<file path="src/rtl/pcpt_pkg.sv">
package pcpt_pkg;
  typedef logic signed [1:0] bip_t;
  localparam bip_t BIP_POS  = 2'sb01;
  localparam bip_t BIP_NEG  = 2'sb11;
  localparam bip_t BIP_ZERO = 2'sb00;
  // bit0 inverts the result, bit1 selects the OR family
  typedef enum logic [1:0] {FN_AND = 2'd0, FN_NAND = 2'd1, FN_OR = 2'd2, FN_NOR = 2'd3} fn_e;
endpackage

</file>
<file path="src/rtl/pcpt_pattern_gen.sv">
module pcpt_pattern_gen
  import pcpt_pkg::*;
(
  input  logic [1:0] idx,
  input  logic [1:0] fn,
  output bip_t       x1,
  output bip_t       x2,
  output bip_t       tgt
);
  logic hit;
  always_comb begin
    x1  = idx[1] ? BIP_NEG : BIP_POS;
    x2  = idx[0] ? BIP_NEG : BIP_POS;
    hit = fn[1] ? (idx != 2'd3) : (idx == 2'd0);
    tgt = (hit ^ fn[0]) ? BIP_POS : BIP_NEG;
  end
endmodule

</file>
<file path="src/rtl/pcpt_neuron.sv">
module pcpt_neuron
  import pcpt_pkg::*;
#(
  parameter int WGT_W = 16,
  parameter int TH_W  = 16
) (
  input  logic signed [WGT_W-1:0] w1,
  input  logic signed [WGT_W-1:0] w2,
  input  logic signed [WGT_W-1:0] bias,
  input  logic signed [TH_W-1:0]  thr,
  input  bip_t                    x1,
  input  bip_t                    x2,
  input  bip_t                    tgt,
  output bip_t                    y,
  output logic signed [2:0]       err
);
  localparam int SW = ((WGT_W > TH_W) ? WGT_W : TH_W) + 3;
  logic signed [SW-1:0] t1, t2, acc;

  always_comb begin
    t1  = (x1 == BIP_NEG) ? -SW'(w1) : SW'(w1);
    t2  = (x2 == BIP_NEG) ? -SW'(w2) : SW'(w2);
    acc = t1 + t2 + SW'(bias) - SW'(thr);
    if (acc > 0)      y = BIP_POS;
    else if (acc < 0) y = BIP_NEG;
    else              y = BIP_ZERO;
    err = {tgt[1], tgt} - {y[1], y};
  end
endmodule

</file>
<file path="src/rtl/pcpt_update.sv">
module pcpt_update
  import pcpt_pkg::*;
#(
  parameter int WGT_W = 16,
  parameter int LR_W  = 8
) (
  input  logic signed [WGT_W-1:0] w_cur,
  input  bip_t                    x,
  input  logic signed [2:0]       err,
  input  logic [LR_W-1:0]         lr,
  output logic signed [WGT_W-1:0] w_nxt
);
  localparam int EW = ((WGT_W > LR_W) ? WGT_W : LR_W) + 2;
  localparam logic signed [EW-1:0] HI = {{(EW-WGT_W+1){1'b0}}, {(WGT_W-1){1'b1}}};
  localparam logic signed [EW-1:0] LO = {{(EW-WGT_W+1){1'b1}}, {(WGT_W-1){1'b0}}};

  logic signed [EW-1:0] mag, sum;
  logic                 down;

  always_comb begin
    mag  = $signed({{(EW-LR_W){1'b0}}, lr});
    down = err[2] ^ (x == BIP_NEG);
    if (err == 3'sd0) sum = EW'(w_cur);
    else if (down)    sum = EW'(w_cur) - mag;
    else              sum = EW'(w_cur) + mag;
    if (sum > HI)      w_nxt = HI[WGT_W-1:0];
    else if (sum < LO) w_nxt = LO[WGT_W-1:0];
    else               w_nxt = sum[WGT_W-1:0];
  end
endmodule

</file>
<file path="src/rtl/perceptron_trainer.sv">
module perceptron_trainer
  import pcpt_pkg::*;
#(
  parameter int WGT_W     = 16,
  parameter int TH_W      = 16,
  parameter int LR_W      = 8,
  parameter int MAX_EPOCH = 64,
  localparam int EPW      = $clog2(MAX_EPOCH + 1)
) (
  input  logic                    clk,
  input  logic                    rst_n,
  input  logic                    start,
  input  logic [1:0]              func_sel,
  input  logic [LR_W-1:0]         learn_rate,
  input  logic signed [TH_W-1:0]  threshold,
  output logic                    busy,
  output logic                    step_valid,
  output logic [1:0]              pat_idx,
  output logic [1:0]              target,
  output logic [1:0]              actual,
  output logic [2:0]              error,
  output logic signed [WGT_W-1:0] weight1,
  output logic signed [WGT_W-1:0] weight2,
  output logic signed [WGT_W-1:0] bias,
  output logic [EPW-1:0]          epoch,
  output logic                    converged
);
  localparam int NW = 3;  // 0: bias, 1: x1 weight, 2: x2 weight

  logic [1:0]              run_fn;
  logic [LR_W-1:0]         run_lr;
  logic signed [TH_W-1:0]  run_thr;
  logic [1:0]              idx;
  logic                    dirty;
  logic signed [WGT_W-1:0] wq [NW];
  logic signed [WGT_W-1:0] wn [NW];
  bip_t                    xs [NW];
  bip_t                    x1, x2, tgt, y;
  logic signed [2:0]       err;

  pcpt_pattern_gen u_pat (.idx(idx), .fn(run_fn), .x1(x1), .x2(x2), .tgt(tgt));

  pcpt_neuron #(.WGT_W(WGT_W), .TH_W(TH_W)) u_neur (
    .w1(wq[1]), .w2(wq[2]), .bias(wq[0]), .thr(run_thr),
    .x1(x1), .x2(x2), .tgt(tgt), .y(y), .err(err)
  );

  assign xs[0] = BIP_POS;
  assign xs[1] = x1;
  assign xs[2] = x2;

  for (genvar g = 0; g < NW; g++) begin : g_upd
    pcpt_update #(.WGT_W(WGT_W), .LR_W(LR_W)) u_upd (
      .w_cur(wq[g]), .x(xs[g]), .err(err), .lr(run_lr), .w_nxt(wn[g])
    );
  end

  always_ff @(posedge clk or negedge rst_n) begin
    if (!rst_n) begin
      run_fn <= '0; run_lr <= '0; run_thr <= '0;
      idx <= '0; dirty <= 1'b0; busy <= 1'b0; step_valid <= 1'b0;
      pat_idx <= '0; target <= '0; actual <= '0; error <= '0;
      epoch <= '0; converged <= 1'b0;
      for (int i = 0; i < NW; i++) wq[i] <= '0;
    end else if (start) begin
      run_fn <= func_sel; run_lr <= learn_rate; run_thr <= threshold;
      idx <= '0; dirty <= 1'b0; busy <= 1'b1; step_valid <= 1'b0;
      pat_idx <= '0; target <= '0; actual <= '0; error <= '0;
      epoch <= '0; converged <= 1'b0;
      for (int i = 0; i < NW; i++) wq[i] <= '0;
    end else if (busy) begin
      step_valid <= 1'b1;
      pat_idx    <= idx;
      target     <= tgt;
      actual     <= y;
      error      <= err;
      for (int i = 0; i < NW; i++) wq[i] <= wn[i];
      idx <= idx + 2'd1;
      if (idx == 2'd3) begin
        epoch <= epoch + 1'b1;
        dirty <= 1'b0;
        if (!dirty && err == 3'sd0) begin
          converged <= 1'b1;
          busy      <= 1'b0;
        end else if (epoch == EPW'(MAX_EPOCH - 1)) begin
          busy <= 1'b0;
        end
      end else begin
        dirty <= dirty | (err != 3'sd0);
      end
    end else begin
      step_valid <= 1'b0;
    end
  end

  assign weight1 = wq[1];
  assign weight2 = wq[2];
  assign bias    = wq[0];

  AST_START_CLEAR: assert property (@(posedge clk) disable iff (!rst_n)
    start |=> (epoch == '0 && !converged && busy && bias == '0 && weight1 == '0));
  AST_STEP_ORDER: assert property (@(posedge clk) disable iff (!rst_n)
    (step_valid && $past(step_valid)) |-> (pat_idx == $past(pat_idx) + 2'd1));
  AST_QUIET_STEP: assert property (@(posedge clk) disable iff (!rst_n)
    (busy && !start && err == 3'sd0) |=> ($stable(weight1) && $stable(weight2) && $stable(bias)));
  AST_CONV_IDLE: assert property (@(posedge clk) disable iff (!rst_n)
    converged |-> !busy);
  AST_CONV_STICKY: assert property (@(posedge clk) disable iff (!rst_n)
    (converged && !start) |=> converged);
  AST_FROZEN_IDLE: assert property (@(posedge clk) disable iff (!rst_n)
    (!busy && !start) |=> ($stable(weight1) && $stable(weight2) && $stable(bias)));
  AST_EPOCH_CAP: assert property (@(posedge clk) disable iff (!rst_n)
    epoch <= EPW'(MAX_EPOCH));
endmodule

</file>
<file path="config.mk">
export PLATFORM = sky130hd
export DESIGN_NAME = perceptron_trainer
export DESIGN_NICKNAME = d
export VERILOG_FILES = /design/src/rtl/pcpt_pkg.sv /design/src/rtl/pcpt_pattern_gen.sv /design/src/rtl/pcpt_neuron.sv /design/src/rtl/pcpt_update.sv /design/src/rtl/perceptron_trainer.sv
export SDC_FILE = /design/constraint.sdc
export NUM_CORES = 1
export LEC_CHECK = 0
export BUFFER_PORTS_ARGS = -buffer_cell sky130_fd_sc_hd__buf_2
export CORE_MARGIN = 8
export CORE_UTILIZATION = 45
export CTS_CLUSTER_SIZE = 12
export DETAILED_ROUTE_END_ITERATION = 16
export GPL_TIMING_DRIVEN = 0
export SYNTH_ARGS = -nofsm -noshare
export SYNTH_HDL_FRONTEND = slang
export SYNTH_SLANG_ARGS = --single-unit
export TNS_END_PERCENT = 5
</file>
<file path="constraint.sdc">
create_clock -name clk -period 13.28 [get_ports clk]
set_input_delay 1.328 -clock clk [delete_from_list [all_inputs] [get_ports clk]]
set_output_delay 1.328 -clock clk [all_outputs]
set_load 0.02 [all_outputs]
</file>
# Word level (Yosys, flattened, before mapping)
# Cells that the tools add are included.
# W data, S select, Z words.
# word_totals
output_inout_bits	67
input_bits	29
register_bits	96
# op_classes
n_bitwise	4
mux	49
reduce_logical	10
eq_ne	5
add_sub_neg	14
order_cmp	8
# ops
operator	n
$mux W18	6
$mux W16	6
$mux W48	2
$gt A18 B16 Y1 const B	3
$lt A18 B16 Y1 const B	3
$add A16 B9 Y17	3
$sub A16 B9 Y17	3
$mux W19	2
$neg A16 Y19	2
$mux W2	13
$mux W7	3
$add A19 B16 Y19	1
$add A19 B19 Y19	1
$gt A19 B1 Y1 const B	1
$lt A19 B1 Y1 const B	1
$sub A19 B16 Y19	1
$mux W1	15
$add A7 B1 Y7 const B	1
$eq A7 B6 Y1 const B	1
$mux W3	2
$reduce_bool A2 Y1	3
$eq A2 B1 Y1 const B	2
$logic_not A3 Y1	1
$reduce_and A3 Y1	1
other kinds (11)	13

# Logic depth before layout (Yosys ltp)
# Gate-level depths: netlist of run 1.
# depth
ltp_word	18
depth_mapped	34
ltp_nobuf	31

# By module
# From an unflattened synthesis of run 1, not the netlist that was laid out.
# hier_totals
hier_cells	1322
area_unflattened_um2	11242.0
# modules_own_cells
module	area_each_um2	cells_each	instances
perceptron_trainer	3839.9	298	1
pcpt_update (g_upd[0].u_upd ...)	1560.2	224	2
pcpt_neuron	2651.3	343	1
pcpt_update (g_upd[2].u_upd)	1565.3	224	1
pcpt_pattern_gen	65.1	9	1

# Least setup slack after synthesis of run 1
# No wires, ideal clock.
# synth_path
kind	register -> register
from	register wq, in the netlist weight2[5]
to	register wq, in the netlist weight1[0]
path_buffers	2
period_less_slack_ns	7.974
path_stages_with_launch	33
arrival_ns	7.848
setup_ns	0.126
path_slack_ns	5.306
path_cell_list	dfrtp_1 -> or4_1 -> nor4_2 -> nand2_1 -> o31ai_1 -> xnor2_1 -> fa_1 -> inv_1 -> fa_1 -> inv_1 -> ha_1 -> a21oi_1 -> o21ai_0 -> o21bai_1 -> a31oi_1 -> nor2_1 -> xnor2_2 -> inv_1 -> ha_1 -> xor2_1 -> clkbuf_1 -> mux2i_1 -> fa_1 -> a21o_1 -> a21o_1 -> a211o_1 -> a22oi_1 -> a21oi_1 -> a31oi_1 -> xor2_1 -> o211a_1 -> buf_2 -> a221o_1
# synth_via
elab_chain_len	17
elab_cells_between_ends	20
classes_between	add/sub (5); order compare (4); mux (9); bitwise (1); reduce/logical (1)
# synth_lines
element	line	rtl
from (decl)	perceptron_trainer.sv:35	logic signed [WGT_W-1:0] wq [NW];
$neg A16 Y19	pcpt_neuron.sv:22	t2 = (x2 == BIP_NEG) ? -SW'(w2) : SW'(w2);
$mux W19 (*)	pcpt_neuron.sv:22	
$add A19 B19 Y19 (*)	pcpt_neuron.sv:23	acc = t1 + t2 + SW'(bias) - SW'(thr);
$add A19 B16 Y19 (*)	pcpt_neuron.sv:23	
$sub A19 B16 Y19 (*)	pcpt_neuron.sv:23	
$lt A19 B1 Y1	pcpt_neuron.sv:25	else if (acc < 0) y = BIP_NEG;
$mux W2	pcpt_neuron.sv:25	
$mux W2 (*)	pcpt_neuron.sv:24	if (acc > 0) y = BIP_POS;
$sub A2 B2 Y3 (*)	pcpt_neuron.sv:27	err = {tgt[1], tgt} - {y[1], y};
$xor A1 B1 Y1	pcpt_update.sv:22	down = err[2] ^ (x == BIP_NEG);
$mux W18	pcpt_update.sv:24	else if (down) sum = EW'(w_cur) - mag;
$mux W18 (*)	pcpt_update.sv:23	if (err == 3'sd0) sum = EW'(w_cur);
$lt A18 B16 Y1	pcpt_update.sv:27	else if (sum < LO) w_nxt = LO[WGT_W-1:0];
$mux W16	pcpt_update.sv:27	
$mux W16 (*)	pcpt_update.sv:26	if (sum > HI) w_nxt = HI[WGT_W-1:0];
$mux W48 (*)	perceptron_trainer.sv:71	end else if (busy) begin
$mux W48 (*)	perceptron_trainer.sv:65	end else if (start) begin
# Every way passes the cells marked *; elsewhere a longest branch is shown, timed or not. The select of a mux whose other input is x is not followed.
# A chain may end at the register's enable or synchronous reset.

# Final worst setup path of run 1
# layout_path
from	register wq, in the netlist weight2[5]
to	register wq, in the netlist bias[11]
# layout_via
elab_chain_len	16
elab_cells_between_ends	19
classes_between	add/sub (5); order compare (4); mux (9); reduce/logical (1)
# layout_lines
element	line
$neg A16 Y19	pcpt_neuron.sv:22
$mux W19 (*)	pcpt_neuron.sv:22
$add A19 B19 Y19 (*)	pcpt_neuron.sv:23
$add A19 B16 Y19 (*)	pcpt_neuron.sv:23
$sub A19 B16 Y19 (*)	pcpt_neuron.sv:23
$lt A19 B1 Y1	pcpt_neuron.sv:25
$mux W2	pcpt_neuron.sv:25
$mux W2 (*)	pcpt_neuron.sv:24
$sub A2 B2 Y3 (*)	pcpt_neuron.sv:27
$logic_not A3 Y1 or $mux W18 (tied branches)	pcpt_update.sv:23, pcpt_update.sv:24
$mux W18 (*)	pcpt_update.sv:23
$lt A18 B16 Y1	pcpt_update.sv:27
$mux W16	pcpt_update.sv:27
$mux W16 (*)	pcpt_update.sv:26
$mux W48 (*)	perceptron_trainer.sv:71
$mux W48 (*)	perceptron_trainer.sv:65
# Marked as above.

==> results.sh, run 1 <==
export IMPL_yosys_top_cells_count="inv_1 (108), dfrtp_1 (96), nor2_1 (91)"
export IMPL_crit_type="reg -> reg"
export IMPL_r2r_cells=30
export IMPL_pre_cts_slack_ps=3440
export IMPL_diodes=0
export IMPL_setup_tns_final_ps=0
export IMPL_drc=0
export IMPL_routed_wl_mm=28.6
export IMPL_slowest_stage="clkbuf_1"
export IMPL_core_um2=20800
export IMPL_finClkSkew_ps=10.4
export IMPL_crit_arrival_ps=10230
export IMPL_area_delta_synth_final_pct=12.1
export IMPL_crit_top_cell="ha_1"
export IMPL_yosys_warnings=0
export IMPL_rsz0062_at_grt="no"
export IMPL_syn_cell_area_um2=9380
export IMPL_grt_max_degree=50
export IMPL_n_fill_cell=2034
export IMPL_r2r_start="weight2[5]"
export IMPL_placed_cells=1435
export IMPL_ant_nets=0
export IMPL_min_period_over_period=0.752
export IMPL_top_layer="met4"
export IMPL_post_cts_resized=0
export IMPL_fin_ws_ps=3290
export IMPL_grt_pass1_vias=8162
export IMPL_syn_area_per_cell_um2=8.80
export IMPL_yosysMostFrequentCell="inv_1"
export IMPL_multiInputGateArea_um2=6390
export IMPL_wl_met1_mm=13.0
export IMPL_numCtsBuffers=9
export IMPL_start_util=0.452
export IMPL_status="finished clean"
export IMPL_fmax_mhz=100
export IMPL_synthArstFlopShare=1.00
export IMPL_critPathMaxStageDelay_ps=660
export IMPL_synth_nets=1211
export IMPL_slew_violations=0
export IMPL_htreeDepth=3
export IMPL_layout_cells_non_filler=1451
export IMPL_wl_met2_mm=13.3
export IMPL_synth_area_leader_cell="dfrtp_1"
export IMPL_cap_violations=0
export IMPL_synth_area_leaders="dfrtp_1 (26%), ha_1 (10%), fa_1 (8.3%)"
export IMPL_yosysTopAreaCellShare=0.256
export IMPL_dr_wl_met3_mm=1.41
export IMPL_maxSlewHeadroom=0.467
export IMPL_io_pins=96
export IMPL_clockBufferDepth=2
export IMPL_cts_root_buf="clkbuf_16"
export IMPL_numPortBuffers=94
export IMPL_cp_end_kind="flop"
export IMPL_synth_edf_count=0
export IMPL_drt_initial_drc_count=571
export IMPL_grt_overflow_total=0
export IMPL_cp_start_kind="flop"
export IMPL_layout_drive_gt1_share=0.127
export IMPL_drt_pass1_iter_count=6
export IMPL_clk_pin_slew_ps=80
export IMPL_grt_util_all_layers=0.224
export IMPL_dp_hpwl_mm=22.9
export IMPL_vias=8218
export IMPL_synthCells=1065
export IMPL_hold_path_class="reg -> reg"
export IMPL_viasPerCell=5.66
export IMPL_gp_congestion=0.910
export IMPL_hold_slack_ps=488
export IMPL_finalCriticalPeriod_ps=9990
export IMPL_cts_sink_count=96
export IMPL_ys_types=69
export IMPL_clock_latency_ps=370
export IMPL_hold_viol=0
export IMPL_hold_buffers=0
export IMPL_nNetsFinal=1317
export IMPL_tritoncts="done"
export IMPL_startpoint="weight2[5]"
export IMPL_synthFlopType="dfrtp_1"
export IMPL_ys_seq_area_frac=0.256
export IMPL_grt_pass1_wl_mm=45.2
export IMPL_die_area_um2=25700
export IMPL_critical_path_required_ps=13520
export IMPL_regArea_um2=2400
export IMPL_tightestPinTransition_ps=800
export IMPL_worstPathMaxFanout=10
export IMPL_whs_path_depth=2
export IMPL_cts_setup_buffers=0
export IMPL_antenna_found_initial=0
export IMPL_core_rowCount=53
export IMPL_setup_viol=0
export IMPL_die_h_um=160
export IMPL_worstHoldStart="target[0]"
export IMPL_dieWidth_um=160
export IMPL_wire_per_inst_um=19.7
export IMPL_ys_ff_latch=96
-- registers in the layout (all words and copies together) (netlist names) --
| register | cells |
|---|---|
| run_fn | 2 |
| weight2 | 16 |
| target | 2 |
| actual | 2 |
| run_thr | 16 |
| bias | 16 |
| busy | 1 |
| step_valid | 1 |
| pat_idx | 2 |
| error | 3 |
| converged | 1 |
| run_lr | 8 |
| epoch | 7 |
| idx | 2 |
| dirty | 1 |
| weight1 | 16 |
-- stage by stage --
step,util,cell area (um^2)
floorplan,-,9380
global placement,0.491,10200
detailed placement,0.492,10200
CTS,0.506,10500
global route,0.506,10500
finish,0.506,10500
-- area by class of cell --
class | count | share of cell area
Buffer | 38 | 0.0173
Tap cell | 275 | 0.0327
Clock buffer | 9 | 0.0214
Timing Repair Buffer | 95 | 0.0476
Sequential cell | 96 | 0.229
Clock inverter | 7 | 0.00595
Multi-Input combinational cell | 823 | 0.608
Inverter | 108 | 0.0386
-- metal layers --
layer  vias up  track usage
li1       3988            -
met1      3976        0.300
met2       213        0.360
met3        41       0.0394
met4         0       0.0811
met5         -            0
-- critical path, delay by kind of cell (launching register included) --
family,cells,cell delay [ps]
adder cells (fa/ha/maj),5,2050
AO/OA/AOI/OAI,10,2990
buffers and inverters,4,1480
multiplexers,1,450
XOR/XNOR,2,470
flip-flops,1,440
AND/OR/NAND/NOR,8,1950
-- layout by cell type (no fill, tap or decap), types with 4 or more instances in the layout --
cell       count
a211oi_1      10
a21o_1        10
a21oi_1       63
a221o_1       27
a31oi_1       11
and2_1         4
and3_1         4
buf_1          6
buf_2         97
buf_6          4
clkbuf_1      23
clkbuf_16      9
dfrtp_1       96
fa_1          39
ha_1          78
inv_1        108
mux2_2        13
mux2i_1       15
nand2_1       66
nand2b_1      26
nand3_1       23
nand4_1        4
nor2_1        91
nor2b_1       11
nor3_1        24
nor3b_1        4
nor4_1         4
o211ai_1      11
o21a_1        14
o21ai_0       60
o22ai_1        6
o2bb2ai_1     18
o31ai_1       11
o41ai_1        5
or2_2          5
or3_1          7
or4_1          7
xnor2_1       71
xor2_1        32
-- path summary, 6_finish.rpt --
kind	end	slack, ps
max in group asynchronous	actual[0]	11580
min in group asynchronous	weight2[9]	1000
worst max-delay path	bias[11]	3290
worst max register to register	bias[11]	3290
worst min-delay path	target[0]	490
worst min register to register	target[0]	490
-- kinds of logic after synthesis --
| logic type | after synthesis | share of synthesized area |
|---|---|---|
| adders and majority gates | 119 | 0.190 |
| DFF | 96 | 0.256 |
| buffers and inverters | 146 | 0.0626 |
| and+or+nand+nor | 294 | 0.155 |
| AOI/OAI and AO/OA | 278 | 0.207 |
| xor gates and xnor gates | 104 | 0.0980 |
| muxes | 28 | 0.0316 |
Power of run 1 is not shown: default switching activity piles up to over one toggle a cycle in this logic, so the estimate is an artifact.
==> run 2, diff against run 1 <==
- PLACE_DENSITY: default -> 0.66
- clock period: 13.28 -> 8.3 ns (I/O delays scaled with it)
==> results.sh, run 2 (synthesis gave the netlist of run 1 again) <==
export IMPL_worstPathMaxFanout=10
export IMPL_die_area_um2=25700
export IMPL_antenna_found_initial=0
export IMPL_grt_util_all_layers=0.221
export IMPL_fin_area_um2=11100
export IMPL_dp_hpwl_mm=22.4
export IMPL_core_rowCount=53
export IMPL_vias=8336
export IMPL_routed_wl_mm=28.6
export IMPL_setup_viol=0
export IMPL_clockBufferDepth=2
export IMPL_diodes=0
export IMPL_cp_start_kind="flop"
export IMPL_min_period_over_period=0.963
export IMPL_crit_type="reg -> reg"
export IMPL_slowest_stage="or4_4"
export IMPL_final_cell_mix="inv_1 (107), buf_2 (97), dfrtp_1 (93)"
export IMPL_start_util=0.452
export IMPL_final_util=0.534
export IMPL_ant_nets=0
export IMPL_cp_end_kind="flop"
export IMPL_regArea_um2=2410
export IMPL_hold_buffers=0
export IMPL_htreeDepth=3
export IMPL_cts_root_buf="clkbuf_16"
export IMPL_place_area_um2=10200
export IMPL_finalCriticalPeriod_ps=8000
export IMPL_io_pins=96
export IMPL_startpoint="weight2[5]"
export IMPL_grt_max_degree=66
export IMPL_area_delta_synth_final_pct=18.3
export IMPL_rsz0062_at_grt="yes"
export IMPL_layout_drive_gt1_share=0.189
export IMPL_grt_pass1_wl_mm=45.2
export IMPL_numPortBuffers=94
export IMPL_maxSlewHeadroom=0.509
export IMPL_fmax_mhz=125
export IMPL_drc=0
export IMPL_grt_pass1_vias=8408
export IMPL_wire_per_inst_um=19.5
export IMPL_critical_path_required_ps=8550
export IMPL_r2r_start="weight2[5]"
export IMPL_drt_pass1_iter_count=5
export IMPL_layout_cells_non_filler=1469
export IMPL_multiInputGateArea_um2=6770
export IMPL_final_common_cell="inv_1"
export IMPL_hold_path_class="in -> async"
export IMPL_cap_violations=0
export IMPL_r2r_slack_ps=300
export IMPL_gp_congestion=0.912
export IMPL_drt_initial_drc_count=581
export IMPL_hold_viol=0
export IMPL_clock_latency_ps=370
export IMPL_nNetsFinal=1335
export IMPL_tightestPinTransition_ps=733
export IMPL_fin_ws_ps=303
export IMPL_crit_arrival_ps=8250
export IMPL_numCtsBuffers=9
export IMPL_slew_violations=0
export IMPL_grt_overflow_total=0
export IMPL_core_um2=20800
export IMPL_tritoncts="done"
export IMPL_pre_cts_slack_ps=-1370
export IMPL_die_h_um=160
export IMPL_r2r_cells=30
export IMPL_placed_cells=1435
export IMPL_cts_sink_count=96
export IMPL_n_fill_cell=1923
export IMPL_viasPerCell=5.67
export IMPL_critPathMaxStageDelay_ps=580
export IMPL_status="finished clean"
export IMPL_finClkSkew_ps=10.9
export IMPL_reg2reg_to="weight1[2]"
export IMPL_dieWidth_um=160
export IMPL_clk_pin_slew_ps=80
[run 2: layout make-up]
cell class,count,share of cell area
Clock inverter,7,0.00677
Timing Repair Buffer,115,0.0598
Buffer,36,0.0186
Sequential cell,96,0.217
Clock buffer,9,0.0203
Multi-Input combinational cell,823,0.610
Tap cell,275,0.0310
Inverter,108,0.0365
[run 2: worst max-delay path by stage]
stage,to,slack [ps],depth (start not counted)
after floorplan,weight1[0],330,32
after global placement,weight1[6],-1300,30
after detailed placement,bias[6],-1370,31
after CTS,weight1[2],20,32
after global routing,bias[1],-80,31
final,weight1[2],300,30
[run 2: critical path, delay by kind of cell, from the launching register on]
kind | cells | cell delay, ps
buf+inv | 3 | 470
simple gates | 6 | 1480
mux | 1 | 190
flops | 1 | 450
fa+ha+maj | 5 | 1980
xor+xnor | 4 | 740
compound gates | 11 | 2580
[run 2: per-layer routing]
metal | up-vias | wire length (um) | GRT usage
li1 | 4025 | - | -
met1 | 4013 | 12300 | 0.290
met4 | 0 | 775 | 0.0748
met5 | - | 0 | 0
met2 | 246 | 13900 | 0.370
met3 | 52 | 1630 | 0.0294
[run 2: metrics by stage]
stage / hold WS (ps) / TNS [ps]
floorplan: 485 / 0
global placement: 470 / -51910
detailed placement: 478 / -54620
CTS: 423 / 0
global route: 441 / -1500
finish: 408 / 0
[run 2: repair_timing]
action	in CTS	in global routing
setup buffers	7	13
setup endpoints to repair	48	47
gates resized for setup	38	53
pin swaps	7	18
Power of run 2 is left out for the same reason.
==> run 3, diff against run 2 <==
- PLACE_DENSITY: 0.66 -> default
- clock period: 8.3 -> 9.4 ns (I/O delays scaled with it)
==> results.sh, run 3 (synthesis gave the netlist of run 1 again) <==
export IMPL_cap_violations=0
export IMPL_grt_pass1_wl_mm=45.3
export IMPL_crit_top_cell="fa_1"
export IMPL_finalCriticalPeriod_ps=8920
export IMPL_routed_wl_mm=28.8
export IMPL_dp_hpwl_mm=22.9
export IMPL_numPortBuffers=94
export IMPL_gp_congestion=0.910
export IMPL_io_pins=96
export IMPL_tightestPinTransition_ps=788
export IMPL_critical_path_required_ps=9700
export IMPL_slew_violations=0
export IMPL_fin_area_um2=10700
export IMPL_dieWidth_um=160
export IMPL_antenna_found_initial=0
export IMPL_crit_arrival_ps=9220
export IMPL_rsz0062_at_grt="no"
export IMPL_drt_initial_drc_count=530
export IMPL_drt_pass1_iter_count=5
export IMPL_ant_nets=0
export IMPL_layout_cells_non_filler=1456
export IMPL_layout_drive_gt1_share=0.144
export IMPL_grt_util_all_layers=0.225
export IMPL_finClkSkew_ps=9.54
export IMPL_clockBufferDepth=2
export IMPL_start_util=0.452
export IMPL_setup_viol=0
export IMPL_hold_path_class="reg -> reg"
export IMPL_grt_overflow_total=0
export IMPL_clk_pin_slew_ps=80
export IMPL_drc=0
export IMPL_nNetsFinal=1322
export IMPL_dr_wl_met3_mm=1.37
export IMPL_hold_buffers=0
export IMPL_final_common_cell="inv_1"
export IMPL_place_area_um2=10200
export IMPL_cp_start_kind="flop"
export IMPL_clock_latency_ps=360
export IMPL_slowest_stage="or4_1"
export IMPL_maxSlewHeadroom=0.473
export IMPL_wl_met2_mm=13.5
export IMPL_worstPathMaxFanout=10
export IMPL_fmax_mhz=112
export IMPL_grt_pass1_vias=8207
export IMPL_numCtsBuffers=9
export IMPL_diodes=0
export IMPL_tritoncts="done"
export IMPL_die_area_um2=25700
export IMPL_cts_sink_count=96
export IMPL_vias=8285
export IMPL_hold_viol=0
export IMPL_core_rowCount=53
export IMPL_placed_cells=1435
export IMPL_area_delta_synth_final_pct=13.7
export IMPL_final_cell_mix="inv_1 (108), buf_2 (98), dfrtp_1 (96)"
export IMPL_min_period_over_period=0.949
export IMPL_top_layer="met4"
export IMPL_viasPerCell=5.69
export IMPL_wire_per_inst_um=19.8
export IMPL_crit_type="reg -> reg"
export IMPL_cp_end_kind="flop"
export IMPL_cts_root_buf="clkbuf_16"
export IMPL_htreeDepth=3
export IMPL_status="finished clean"
export IMPL_wl_met1_mm=13.1
export IMPL_critPathMaxStageDelay_ps=630
export IMPL_core_um2=20800
export IMPL_die_h_um=160
export IMPL_grt_max_degree=50
==> run 3: changes by cell type in the layout (fill, tap and decap cells not counted), moves of 4 or more <==
cell / before / now
buf_4: 22 / 7
ha_1: 71 / 77
ha_4: 6 / 0
a21oi_1: 57 / 62
a21oi_2: 5 / 0
clkbuf_1: 15 / 19
xnor2_1: 66 / 70
xnor2_2: 6 / 2
==> run 3: layout make-up <==
type                       count  area [um^2]
inverter                     108          405
buffer                        37          188
sequential                    96         2400
fill                        2028        10100
clock inverter                 7         62.6
multi-input combinational    823         6480
tap                          275          344
timing repair buffer         101          558
clock buffer                   9          225
==> run 3: through the flow <==
stage,setup TNS [ps],setup WS [ps],utilization,hold slack [ps]
final,0,479,0.514,488
after global routing,0,25.5,0.514,532
after CTS,0,18.5,0.509,500
after detailed placement,-8580,-439,0.492,480
after global placement,-6570,-355,0.491,469
after floorplan,0,1430,-,485
==> run 3: routing by layer <==
layer  track usage  vias to the layer above
li1              -                     3989
met1         0.300                     4035
met2         0.362                      218
met3        0.0351                       43
met4        0.0833                        0
met5             0                        -
==> run 3: final timing paths <==
check,cells past startpoint,end,slack [ps],from
min in group asynchronous,1,weight2[9],610,rst_n
hold / removal,2,target[0],490,target[0]
setup / recovery,30,weight2[4],480,weight2[4]
setup reg to reg,30,weight2[4],480,weight2[4]
hold reg to reg,2,target[0],490,target[0]
max in group asynchronous,2,actual[0],8090,rst_n
==> run 3: worst max-delay path: cells and delay by family, from the launching register on <==
kind | cells | cell delay (ps)
adder cells (fa/ha/maj) | 5 | 2300
buffers and inverters | 3 | 680
AND/OR/NAND/NOR | 6 | 1570
XOR/XNOR | 4 | 1060
multiplexers | 1 | 110
flip-flops | 1 | 460
AO/OA/AOI/OAI | 11 | 2670
==> run 3: repair_timing <==
action                     in CTS  in global routing
setup endpoints to repair      40                 47
buffers inserted                2                  4
cloned                          0                  0
pin swaps                       1                  3
resized for setup               7                 18
Power of run 3 is left out for the same reason.
